<file path="src/rtl/pwm_pkg.sv">
package pwm_pkg;

    typedef enum logic [1:0] {
        ACT_NONE   = 2'b00,
        ACT_LOW    = 2'b01,
        ACT_HIGH   = 2'b10,
        ACT_INVERT = 2'b11
    } act_e;

    typedef enum logic {
        COUNT_UP   = 1'b0,
        COUNT_DOWN = 1'b1
    } tb_state_e;

    localparam int unsigned ADR_PERIOD = 0;
    localparam int unsigned ADR_CMP0   = 1;
    localparam int unsigned ADR_CTRL   = 3;
    localparam int unsigned ADR_ACT0   = 4;

    localparam int unsigned CTL_TRI    = 0;
    localparam int unsigned CTL_DIV1_L = 1;
    localparam int unsigned CTL_DIV2_L = 4;
    localparam int unsigned CTL_IMM0   = 7;
    localparam int unsigned CTL_W      = 9;

endpackage

</file>
<file path="src/rtl/pwm_prescale.sv">
module pwm_prescale #(
    parameter int unsigned CODE_W = 3
) (
    input  logic              clk,
    input  logic              rst_n,
    input  logic [CODE_W-1:0] exp1,
    input  logic [CODE_W-1:0] exp2,
    output logic              tick
);
    localparam int unsigned STG_W = 2 ** CODE_W;

    logic [STG_W-1:0] cnt1, cnt2;
    logic [STG_W-1:0] lim1, lim2;
    logic             tick1;

    always_comb begin
        lim1  = (STG_W'(1) << exp1) - STG_W'(1);
        lim2  = (STG_W'(1) << exp2) - STG_W'(1);
        tick1 = (cnt1 >= lim1);
        tick  = tick1 && (cnt2 >= lim2);
    end

    always_ff @(posedge clk) begin
        if (!rst_n) begin
            cnt1 <= '0;
            cnt2 <= '0;
        end else begin
            cnt1 <= tick1 ? '0 : cnt1 + STG_W'(1);
            if (tick1) begin
                cnt2 <= (cnt2 >= lim2) ? '0 : cnt2 + STG_W'(1);
            end
        end
    end

    // a divided tick is never followed by another on the next clock
    p_tick_spacing_r4: assert property (@(posedge clk) disable iff (!rst_n)
        (tick && (exp1 != '0 || exp2 != '0)) |=> !tick);

endmodule

</file>
<file path="src/rtl/pwm_timebase.sv">
module pwm_timebase
    import pwm_pkg::*;
#(
    parameter int unsigned CNT_W = 16
) (
    input  logic             clk,
    input  logic             rst_n,
    input  logic             tick,
    input  logic             tri_mode,
    input  logic [CNT_W-1:0] period,
    output logic [CNT_W-1:0] cnt,
    output logic             slope_up,
    output logic             at_zero
);
    tb_state_e        state_q, state_n;
    logic [CNT_W-1:0] cnt_n;

    // next state and next count
    always_comb begin
        state_n = state_q;
        cnt_n   = cnt;
        if (tick) begin
            if (!tri_mode) begin
                state_n = COUNT_UP;
                cnt_n   = (cnt >= period) ? '0 : cnt + CNT_W'(1);
            end else begin
                unique case (state_q)
                    COUNT_UP: begin
                        if (cnt >= period) begin
                            if (period == '0) begin
                                cnt_n = '0;
                            end else begin
                                state_n = COUNT_DOWN;
                                cnt_n   = cnt - CNT_W'(1);
                            end
                        end else begin
                            cnt_n = cnt + CNT_W'(1);
                        end
                    end
                    COUNT_DOWN: begin
                        if (cnt == '0) begin
                            state_n = COUNT_UP;
                            cnt_n   = (period == '0) ? '0 : CNT_W'(1);
                        end else begin
                            cnt_n = cnt - CNT_W'(1);
                        end
                    end
                endcase
            end
        end
    end

    // state register
    always_ff @(posedge clk) begin
        if (!rst_n) begin
            state_q <= COUNT_UP;
            cnt     <= '0;
        end else begin
            state_q <= state_n;
            cnt     <= cnt_n;
        end
    end

    // outputs: slope seen by the qualifiers, turning points decided by value
    always_comb begin
        at_zero = (cnt == '0);
        if (!tri_mode)          slope_up = 1'b1;
        else if (at_zero)       slope_up = 1'b1;
        else if (cnt >= period) slope_up = 1'b0;
        else                    slope_up = (state_q == COUNT_UP);
    end

    // saw-tooth wraps to zero after the period
    p_wrap_r2: assert property (@(posedge clk) disable iff (!rst_n)
        (tick && !tri_mode && cnt >= period) |=> cnt == '0);

    // on the falling slope the count decreases by one per tick
    p_descend_r3: assert property (@(posedge clk) disable iff (!rst_n)
        (tick && tri_mode && state_q == COUNT_DOWN && cnt != '0)
        |=> cnt == $past(cnt) - CNT_W'(1));

    // the count holds between ticks
    p_hold_r4: assert property (@(posedge clk) disable iff (!rst_n)
        !tick |=> $stable(cnt));

endmodule

</file>
<file path="src/rtl/pwm_compare.sv">
module pwm_compare #(
    parameter int unsigned CNT_W = 16
) (
    input  logic             clk,
    input  logic             rst_n,
    input  logic             wr,
    input  logic [CNT_W-1:0] wr_val,
    input  logic             immediate,
    input  logic             tick,
    input  logic             at_zero,
    input  logic [CNT_W-1:0] cnt,
    output logic             hit
);
    logic [CNT_W-1:0] shadow_q;
    logic [CNT_W-1:0] live_q;
    logic             reload;

    assign reload = tick && at_zero;
    assign hit    = tick && (cnt == live_q);

    always_ff @(posedge clk) begin
        if (!rst_n) begin
            shadow_q <= '0;
            live_q   <= '0;
        end else begin
            if (wr) begin
                shadow_q <= wr_val;
            end
            if (wr && (immediate || reload)) begin
                live_q <= wr_val;
            end else if (reload) begin
                live_q <= shadow_q;
            end
        end
    end

    // the live value changes only at a zero reload or an immediate write
    p_shadow_hold_r6: assert property (@(posedge clk) disable iff (!rst_n)
        (!reload && !(wr && immediate)) |=> $stable(live_q));

    // an immediate write is visible on the next clock
    p_immediate_r7: assert property (@(posedge clk) disable iff (!rst_n)
        (wr && immediate) |=> live_q == $past(wr_val));

endmodule

</file>
<file path="src/rtl/pwm_action.sv">
module pwm_action
    import pwm_pkg::*;
(
    input  logic clk,
    input  logic rst_n,
    input  logic ev_up,
    input  logic ev_dn,
    input  act_e act_up,
    input  act_e act_dn,
    output logic out
);
    act_e sel;
    logic out_n;

    always_comb begin
        sel   = ev_up ? act_up : (ev_dn ? act_dn : ACT_NONE);
        out_n = out;
        unique case (sel)
            ACT_NONE:   out_n = out;
            ACT_LOW:    out_n = 1'b0;
            ACT_HIGH:   out_n = 1'b1;
            ACT_INVERT: out_n = ~out;
        endcase
    end

    always_ff @(posedge clk) begin
        if (!rst_n) out <= 1'b0;
        else        out <= out_n;
    end

    // with no match the output holds
    p_quiet_r8: assert property (@(posedge clk) disable iff (!rst_n)
        (!ev_up && !ev_dn) |=> $stable(out));

    // a match is never both rising-slope and falling-slope
    p_single_event_r10: assert property (@(posedge clk) disable iff (!rst_n)
        !(ev_up && ev_dn));

endmodule

</file>
<file path="src/rtl/pwm_updown_top.sv">
module pwm_updown_top
    import pwm_pkg::*;
#(
    parameter int unsigned CNT_W  = 16,
    parameter int unsigned DATA_W = 32,
    parameter int unsigned ADDR_W = 3,
    parameter int unsigned CODE_W = 3
) (
    input  logic              clk,
    input  logic              rst_n,
    input  logic              wr_en,
    input  logic [ADDR_W-1:0] wr_addr,
    input  logic [DATA_W-1:0] wr_data,
    output logic              pwm_a,
    output logic              pwm_b
);
    localparam int unsigned NCH = 2;

    logic [CNT_W-1:0]  period_q;
    logic [CTL_W-1:0]  ctrl_q;
    logic [3:0]        act_q [NCH];
    logic              tick, slope_up, at_zero;
    logic [CNT_W-1:0]  cnt;
    logic [NCH-1:0]    outs;

    always_ff @(posedge clk) begin
        if (!rst_n) begin
            period_q <= '0;
            ctrl_q   <= '0;
            for (int i = 0; i < NCH; i++) act_q[i] <= '0;
        end else if (wr_en) begin
            if (wr_addr == ADDR_W'(ADR_PERIOD)) period_q <= wr_data[CNT_W-1:0];
            if (wr_addr == ADDR_W'(ADR_CTRL))   ctrl_q   <= wr_data[CTL_W-1:0];
            for (int i = 0; i < NCH; i++) begin
                if (wr_addr == ADDR_W'(ADR_ACT0 + i)) act_q[i] <= wr_data[3:0];
            end
        end
    end

    pwm_prescale #(.CODE_W(CODE_W)) u_pre (
        .clk  (clk),
        .rst_n(rst_n),
        .exp1 (ctrl_q[CTL_DIV1_L +: CODE_W]),
        .exp2 (ctrl_q[CTL_DIV2_L +: CODE_W]),
        .tick (tick)
    );

    pwm_timebase #(.CNT_W(CNT_W)) u_tb (
        .clk     (clk),
        .rst_n   (rst_n),
        .tick    (tick),
        .tri_mode(ctrl_q[CTL_TRI]),
        .period  (period_q),
        .cnt     (cnt),
        .slope_up(slope_up),
        .at_zero (at_zero)
    );

    for (genvar ch = 0; ch < NCH; ch++) begin : g_ch
        logic hit;

        pwm_compare #(.CNT_W(CNT_W)) u_cmp (
            .clk      (clk),
            .rst_n    (rst_n),
            .wr       (wr_en && wr_addr == ADDR_W'(ADR_CMP0 + ch)),
            .wr_val   (wr_data[CNT_W-1:0]),
            .immediate(ctrl_q[CTL_IMM0 + ch]),
            .tick     (tick),
            .at_zero  (at_zero),
            .cnt      (cnt),
            .hit      (hit)
        );

        pwm_action u_act (
            .clk   (clk),
            .rst_n (rst_n),
            .ev_up (hit && slope_up),
            .ev_dn (hit && !slope_up),
            .act_up(act_e'(act_q[ch][1:0])),
            .act_dn(act_e'(act_q[ch][3:2])),
            .out   (outs[ch])
        );
    end

    assign pwm_a = outs[0];
    assign pwm_b = outs[1];

    // outputs are low on the first clock after reset
    p_reset_low_r1: assert property (@(posedge clk)
        !rst_n |=> (!pwm_a && !pwm_b));

endmodule

</file>
<file path="config.mk">
export PLATFORM = sky130hd
export DESIGN_NAME = pwm_updown_top
export DESIGN_NICKNAME = d
export VERILOG_FILES = /design/src/rtl/pwm_pkg.sv /design/src/rtl/pwm_prescale.sv /design/src/rtl/pwm_timebase.sv /design/src/rtl/pwm_compare.sv /design/src/rtl/pwm_action.sv /design/src/rtl/pwm_updown_top.sv
export SDC_FILE = /design/constraint.sdc
export NUM_CORES = 1
export LEC_CHECK = 0
export ABC_AREA = 1
export BUFFER_PORTS_ARGS = -buffer_cell sky130_fd_sc_hd__buf_2
export CAP_MARGIN = 20
export CORE_MARGIN = 8
export CORE_UTILIZATION = 50
export DETAILED_ROUTE_END_ITERATION = 8
export GPL_TIMING_DRIVEN = 0
export PLACE_DENSITY = 0.69
export SYNTH_ARGS = -nofsm -noshare
export SYNTH_HDL_FRONTEND = slang
export SYNTH_SLANG_ARGS = --single-unit
export TNS_END_PERCENT = 20
</file>
<file path="constraint.sdc">
create_clock -name clk -period 5.25 [get_ports clk]
set_input_delay 0.525 -clock clk [delete_from_list [all_inputs] [get_ports clk]]
set_output_delay 0.525 -clock clk [all_outputs]
set_load 0.03 [all_outputs]
</file>
==> results.cfg, run 1 <==
[yosys]
yosysSeqAreaShare_pct = 36.3
ys_warn_count = 0
syn_avg_cell_area_um2 = 7.21
ys_ff_latch = 132
postSynthCellCount = 1040
synth.distinct_cells = 47
syn_area_um2 = 7500

[worst_setup_path]
critPathMaxStageDelay_ns = 0.36
crit_chain = inv_1 > nand2_1 > ha_1 > inv_1 > nor2_1 > o221ai_1 > ha_1 > nand2_1 > nor2_1 > nor2_1 > nand3_2 > nand2_4 > inv_2 > nor2_4 > inv_2 > buf_2 > o21ai_1
cp_max_fo = 10
worstPathRequired_ns = 5.59
cp_common_cell = nor2_1
crit_path_end_kind = flip-flop
cp_slowest_cell = dfxtp_1
worstSetupStartpointType = flip-flop
path_class = reg -> reg
cp_data_arrival_time_ns = 3.41

[global_route]
grt_pass1_wl_mm = 31.2
grt_max_degree = 17
antenna_found_initial = 0
grt_pass1_vias = 6383
grt.total_usage_pct = 19.8
grt-ovfl-total = 0

[clocking]
post-cts-setup-buffer-count = 0
clk_pin_slew_worst_paths_ns = 0.06
ctsResizeCount = 0
tritoncts = built
hold_buffers = 0
clock_path_buffers = 2
cts_buffers = 17
cts.sinks = 132
clock_latency_ns = 0.42
htree_levels = 4
cts-root-buf = clkbuf_16

[finish]
layout_commonest_cell = nand2_1
antenna_cells = 0
most-common-layout-cells = 271 x nand2_1, 124 x dfxtp_1, 93 x inv_1
nets = 1158
fin_area_um2 = 8460
fill_cells = 1373
fin_cells = 1279
drive_gt1_share_pct = 12.2
syn_to_final_growth_pct = 12.8

[job]
drv_cap = 0

[route]
drt-initial-drc-count = 525
routed.top_layer = met4
drc = 0
wl_met3_um = 853
wirelength_mm = 19.5
wire_per_inst_um = 15.3
via_count = 6861
drt-met1-wl_mm = 9.26
vias_per_cell = 5.36
drt_pass1_iterations = 5
wl_met2_mm = 9.04
drtAntennaViolNets = 0

[place]
gp_congestion = 0.934
dpl.cell_count = 1247
hpwl_mm = 14.6
placement.io_buffers = 22
dpl-instance-area_um2 = 7840

[power_and_ir_drop]
pwr-share-clk_pct = 44.4
sequentialPowerShare_pct = 38.1
cellPowerDensity_nw_per_um2 = 331
power_frac_comb_pct = 17.5
p_leak_nw = 3.66
sw_frac_of_total_pct = 29.3
power.total_mw = 2.80
intPower_mw = 1.98
peakVddDrop_mv = 0.310
p_switching_uw = 819

[min_path]
hp-class = in -> reg

[sta]
tightest_slew_ns = 0.587
rsz0062_at_grt = false
fin_skew_ns = 0.00757
min_period_over_period_pct = 58.5
final_hold_viol_count = 0
maxSlewViolCount = 0
finalSetupTns_ns = 0
fmax_ghz = 0.326
slew_headroom_pct = 60.9
period_minus_slack_ns = 3.07
holdWs_ns = 0.433
setup_viol = 0

[floorplan]
start_util_pct = 51.4
die_height_um = 138
die_area_um2 = 19200
placementRows = 44
ios = 40
core-area_um2 = 14600
dieWidth_um = 138

[run_status]
status = finished clean
==> logic make-up (layout without fill, tap and decap cells) <==
logic type | Yosys count | in the layout | share of synthesized area (%)
AND/OR/NAND/NOR | 449 | 449 | 26.8
AO/OA/AOI/OAI | 230 | 230 | 16.8
buffers and inverters | 145 | 199 | 8.53
flip-flops | 132 | 132 | 36.3
XOR/XNOR | 45 | 45 | 5.26
adder cells (fa/ha/maj) | 38 | 38 | 6.34
other | 1 | 2 | 0.0500
==> synth_stat cells, drive strengths merged <==
cell type / instances / area [µm²]
nand4: 18 / 128
ha: 38 / 475
nand2: 277 / 1070
nor3: 10 / 60.1
nor2: 88 / 389
nor4: 7 / 56.3
nand3: 42 / 248
edfxtp: 8 / 240
inv: 103 / 389
buf: 24 / 180
and3: 1 / 6.26
o221ai: 1 / 8.76
o21ai: 127 / 703
o21a: 1 / 7.51
dfxtp: 124 / 2480
xnor2: 13 / 114
a21oi: 88 / 440
conb: 1 / 3.75
nor3b: 3 / 27.5
o31ai: 8 / 60.1
xor2: 32 / 280
a211oi: 1 / 7.51
clkbuf: 16 / 60.1
or2: 3 / 18.8
clkinv: 2 / 10.0
a22oi: 1 / 7.51
o22ai: 1 / 6.26
a21o: 2 / 15.0
==> state kept, by name (all words and copies together), names as in the netlist <==
| register | flops |
|---|---|
| u_tb.cnt | 16 |
| u_pre.cnt1 | 8 |
| u_pre.cnt2 | 8 |
| u_tb.state_q | 1 |
| period_q | 16 |
| act_q | 8 |
| ctrl_q | 9 |
| g_ch.u_cmp.shadow_q | 32 |
| g_ch.u_act.out | 2 |
| g_ch.u_cmp.live_q | 32 |
==> area by class of cell <==
type	instances	area, µm²	area share, %
multi-input combinational	764	4140	49.0
sequential	132	2720	32.2
clock buffer	21	460	5.44
inverter	105	399	4.72
buffer	40	240	2.84
tap	184	230	2.72
clock inverter	11	153	1.80
timing repair buffer	22	110	1.30
==> per-layer routing <==
layer | track usage [%] | vias to the layer above
li1 | - | 3497
met1 | 25.1 | 3156
met2 | 32.6 | 179
met3 | 3.87 | 29
met4 | 7.32 | 0
met5 | 0 | -
==> power by group through the flow <==
stage / logic (mW) / registers [mW] / clock network (mW)
3_5_place_dp: 0.484 / 1.09 / 0
3_3_place_gp: 0.480 / 1.09 / 0
4_1_cts: 0.488 / 1.07 / 1.25
6_report: 0.488 / 1.07 / 1.24
2_1_floorplan: 0.357 / 1.09 / 0
5_1_grt: 0.546 / 1.07 / 1.29
==> critical path: cells and delay by family (launching register included) <==
| kind | cells | cell delay [ns] |
|---|---|---|
| compound gates | 2 | 0.35 |
| simple gates | 8 | 1.14 |
| fa+ha+maj | 2 | 0.45 |
| flops | 1 | 0.36 |
| buf+inv | 5 | 0.66 |
==> per-stage QoR <==
step / setup slack, ns / utilization (%)
6_report: 2.18 / 58.0
5_1_grt: 1.89 / 58.0
4_1_cts: 2.19 / 58.0
3_5_place_dp: 2.26 / 53.8
3_3_place_gp: 2.22 / 53.8
2_1_floorplan: 2.85 / -
==> worst paths after layout <==
check                           cells after the start                    endpoint  slack [ns]           from
worst max-delay path                               17                 u_tb.cnt[6]        2.18      ctrl_q[3]
worst min-delay path                                3  g_ch[1].u_cmp.shadow_q[15]        0.43    wr_data[15]
worst max register to register                     17                 u_tb.cnt[6]        2.18      ctrl_q[3]
worst min register to register                      1               u_pre.cnt1[0]        0.46  u_pre.cnt1[0]
(Power assumes the default switching activity.)
==> inputs of run 2 (changes only) <==
--- a/config.mk
+++ b/config.mk
@@ -5,14 +5,14 @@
 export SDC_FILE = /design/constraint.sdc
 export NUM_CORES = 1
 export LEC_CHECK = 0
-export ABC_AREA = 1
+export ABC_AREA = 0
 export BUFFER_PORTS_ARGS = -buffer_cell sky130_fd_sc_hd__buf_2
 export CAP_MARGIN = 20
 export CORE_MARGIN = 8
 export CORE_UTILIZATION = 50
 export DETAILED_ROUTE_END_ITERATION = 8
 export GPL_TIMING_DRIVEN = 0
-export PLACE_DENSITY = 0.69
+export PLACE_DENSITY = 0.72
 export SYNTH_ARGS = -nofsm -noshare
 export SYNTH_HDL_FRONTEND = slang
 export SYNTH_SLANG_ARGS = --single-unit
==> constraint.sdc (replaced) <==
create_clock -name clk -period 2.6 [get_ports clk]
set_input_delay 0.26 -clock clk [delete_from_list [all_inputs] [get_ports clk]]
set_output_delay 0.26 -clock clk [all_outputs]
set_load 0.03 [all_outputs]
==> results.cfg, run 2 <==
[place]
gp_congestion = 0.910
placement.io_buffers = 21
hpwl_mm = 14.6

[finish]
syn_to_final_growth_pct = 19.0
fill_cells = 1253
layout_commonest_cell = nand2_1
most-common-layout-cells = 149 x nand2_1, 118 x dfxtp_1, 84 x a21oi_1
seqCellArea_um2 = 2740
antenna_cells = 0
nets = 1028
multi_input_area_um2 = 4450
drive_gt1_share_pct = 16.8
top_regs = g_ch.u_cmp.live_q (32), g_ch.u_cmp.shadow_q (32)

[yosys]
ys_warn_count = 0
yosysMostFrequentCell = nand2_1
synth_largest_area_cell = dfxtp_1
synth_async_sr_flop_share_pct = 0
ys.flop_type = dfxtp_1
yosysSeqAreaShare_pct = 37.1
syn_area_um2 = 7340
yosys-top-cells-count = 153 x nand2_1, 124 x dfxtp_1, 89 x a21oi_1, 51 x nor2_1, 45 x xnor2_1
postSynthCellCount = 895
ys_ff_latch = 132
synth.distinct_cells = 61
yosysTopAreaCellShare_pct = 33.8
synth_edf_count = 8
syn_avg_cell_area_um2 = 8.20
synth_area_leaders = dfxtp_1 34%, nand2_1 7.8%, ha_1 6.5%, a21oi_1 6.1%, xnor2_1 5.4%

[worst_setup_path]
critPathTopFamily = simple AND/OR/NAND/NOR gates
worstSetupStartpointType = flip-flop
cp_data_arrival_time_ns = 3.31
path_class = reg -> reg
critPathMaxStageDelay_ns = 0.41
worstPathRequired_ns = 2.91
cp_num_buf_inv = 2
crit_path_end_kind = flip-flop
cp_max_fo = 7
cp_slowest_cell = or3_4
crit_chain = or3_4 > ha_4 > xor2_1 > nor2_1 > a21oi_2 > ha_1 > nand2_2 > nor3_4 > a21oi_4 > or2_4 > nor2_4 > buf_12 > nor3_4 > buf_6 > a22o_1
cp_common_cell = nor3_4

[sta]
maxSlewViolCount = 0
tightest_slew_ns = 0.775
fin_skew_ns = 0.0120
setup_ws_ns = -0.392
slew_headroom_pct = 48.0
finalSetupTns_ns = -15.80
setup_viol = 51
fmax_ghz = 0.334
period_minus_slack_ns = 2.99
final_hold_viol_count = 0
rsz0062_at_grt = true
min_period_over_period_pct = 115

[power_and_ir_drop]
power.total_mw = 5.35
p_leak_nw = 3.47
peakVddDrop_mv = 0.463
cellPowerDensity_nw_per_um2 = 613

[global_route]
grt-ovfl-total = 0
grt.total_usage_pct = 22.1
antenna_found_initial = 0
grt_pass1_vias = 6362
grt_pass1_wl_mm = 32.4
grt_max_degree = 17

[clocking]
cts_buffers = 17
htree_levels = 4
cts.sinks = 132
hold_buffers = 0
tritoncts = built
clock_latency_ns = 0.43
clk_pin_slew_worst_paths_ns = 0.06
cts-root-buf = clkbuf_16
clock_path_buffers = 2

[floorplan]
ios = 40
dieWidth_um = 137
core-area_um2 = 14400
die_area_um2 = 18800
die_height_um = 137
start_util_pct = 50.9
placementRows = 44

[run_status]
status = finished, violations left
violations = setup timing

[route]
via_count = 6579
vias_per_cell = 5.73
wirelength_mm = 20.1
drtAntennaViolNets = 0
drt_pass1_iterations = 5
drt-initial-drc-count = 399
wire_per_inst_um = 17.5
drc = 0

[job]
drv_cap = 0

[min_path]
hp-class = in -> reg
[run 2: cell type report]
| cell class | count | area share, % |
|---|---|---|
| sequential | 132 | 31.4 |
| inverter | 29 | 1.25 |
| multi-input combinational | 672 | 50.9 |
| timing repair buffer | 42 | 3.60 |
| buffer | 58 | 3.60 |
| clock inverter | 13 | 1.42 |
| clock buffer | 19 | 5.20 |
| tap | 184 | 2.64 |
[run 2: tightest hold or removal path, delay by kind of cell]
family,cells,cell delay (ns)
buffers and inverters,1,0.14
and+or+nand+nor,1,0.06
AOI/OAI and AO/OA,1,0.05
[run 2: kinds of logic (layout without fill, tap and decap cells)]
logic type               Yosys count  after routing  share of synthesized area [%]
flip-flops                       132            132                           37.1
multiplexers                       5              5                          0.682
buffers and inverters             92            161                           5.13
XOR/XNOR                          58             58                           6.92
AND/OR/NAND/NOR                  328            328                           21.6
other                              1              2                         0.0511
adder cells (fa/ha/maj)           38             38                           6.48
AO/OA/AOI/OAI                    241            241                           22.1
[run 2: per-stage QoR]
step           utilization [%]  setup WS (ns)  instances  area [µm²]  hold WS, ns
2_1_floorplan                -         -0.318        896        7490        0.396
3_3_place_gp              54.3         -0.661       1101        7830        0.447
3_5_place_dp              54.3         -0.685       1101        7830        0.450
4_1_cts                   60.1         -0.376       1149        8660        0.117
5_1_grt                   60.5         -0.516       1149        8730        0.146
6_report                  60.5         -0.392       1149        8730        0.127
[run 2: power breakdown]
group | total [mW] | internal (mW) | leakage (nW) | switching (mW)
clock | 2.36 | 1.38 | 0.264 | 0.975
combinational | 0.873 | 0.361 | 2.13 | 0.512
sequential | 2.12 | 2.09 | 1.08 | 0.0342
total | 5.35 | 3.83 | 3.47 | 1.52
[run 2: final timing paths]
path              slack, ns                      start  cells past startpoint                         to
setup / recovery      -0.39                  ctrl_q[5]                     15    g_ch[1].u_cmp.live_q[6]
hold / removal         0.13                wr_data[11]                      3               period_q[11]
setup reg to reg      -0.39                  ctrl_q[5]                     15    g_ch[1].u_cmp.live_q[6]
hold reg to reg        0.46  g_ch[0].u_cmp.shadow_q[1]                      2  g_ch[0].u_cmp.shadow_q[1]
[run 2: routing by layer]
layer | GRT usage (%) | up-vias | wire length (µm)
met3 | 3.56 | 42 | 1100
met4 | 10.1 | 0 | 588
met5 | 0 | - | 0
met1 | 28.2 | 3096 | 9020
met2 | 36.0 | 166 | 9370
li1 | - | 3275 | -
[run 2: repair_timing]
item / 4_1_cts / 5_1_grt
buffers inserted: 19 / 1
gates cloned: 2 / 0
pin swaps: 49 / 24
endpoints found under the setup margin: 66 / 66
gates resized for setup: 57 / 21
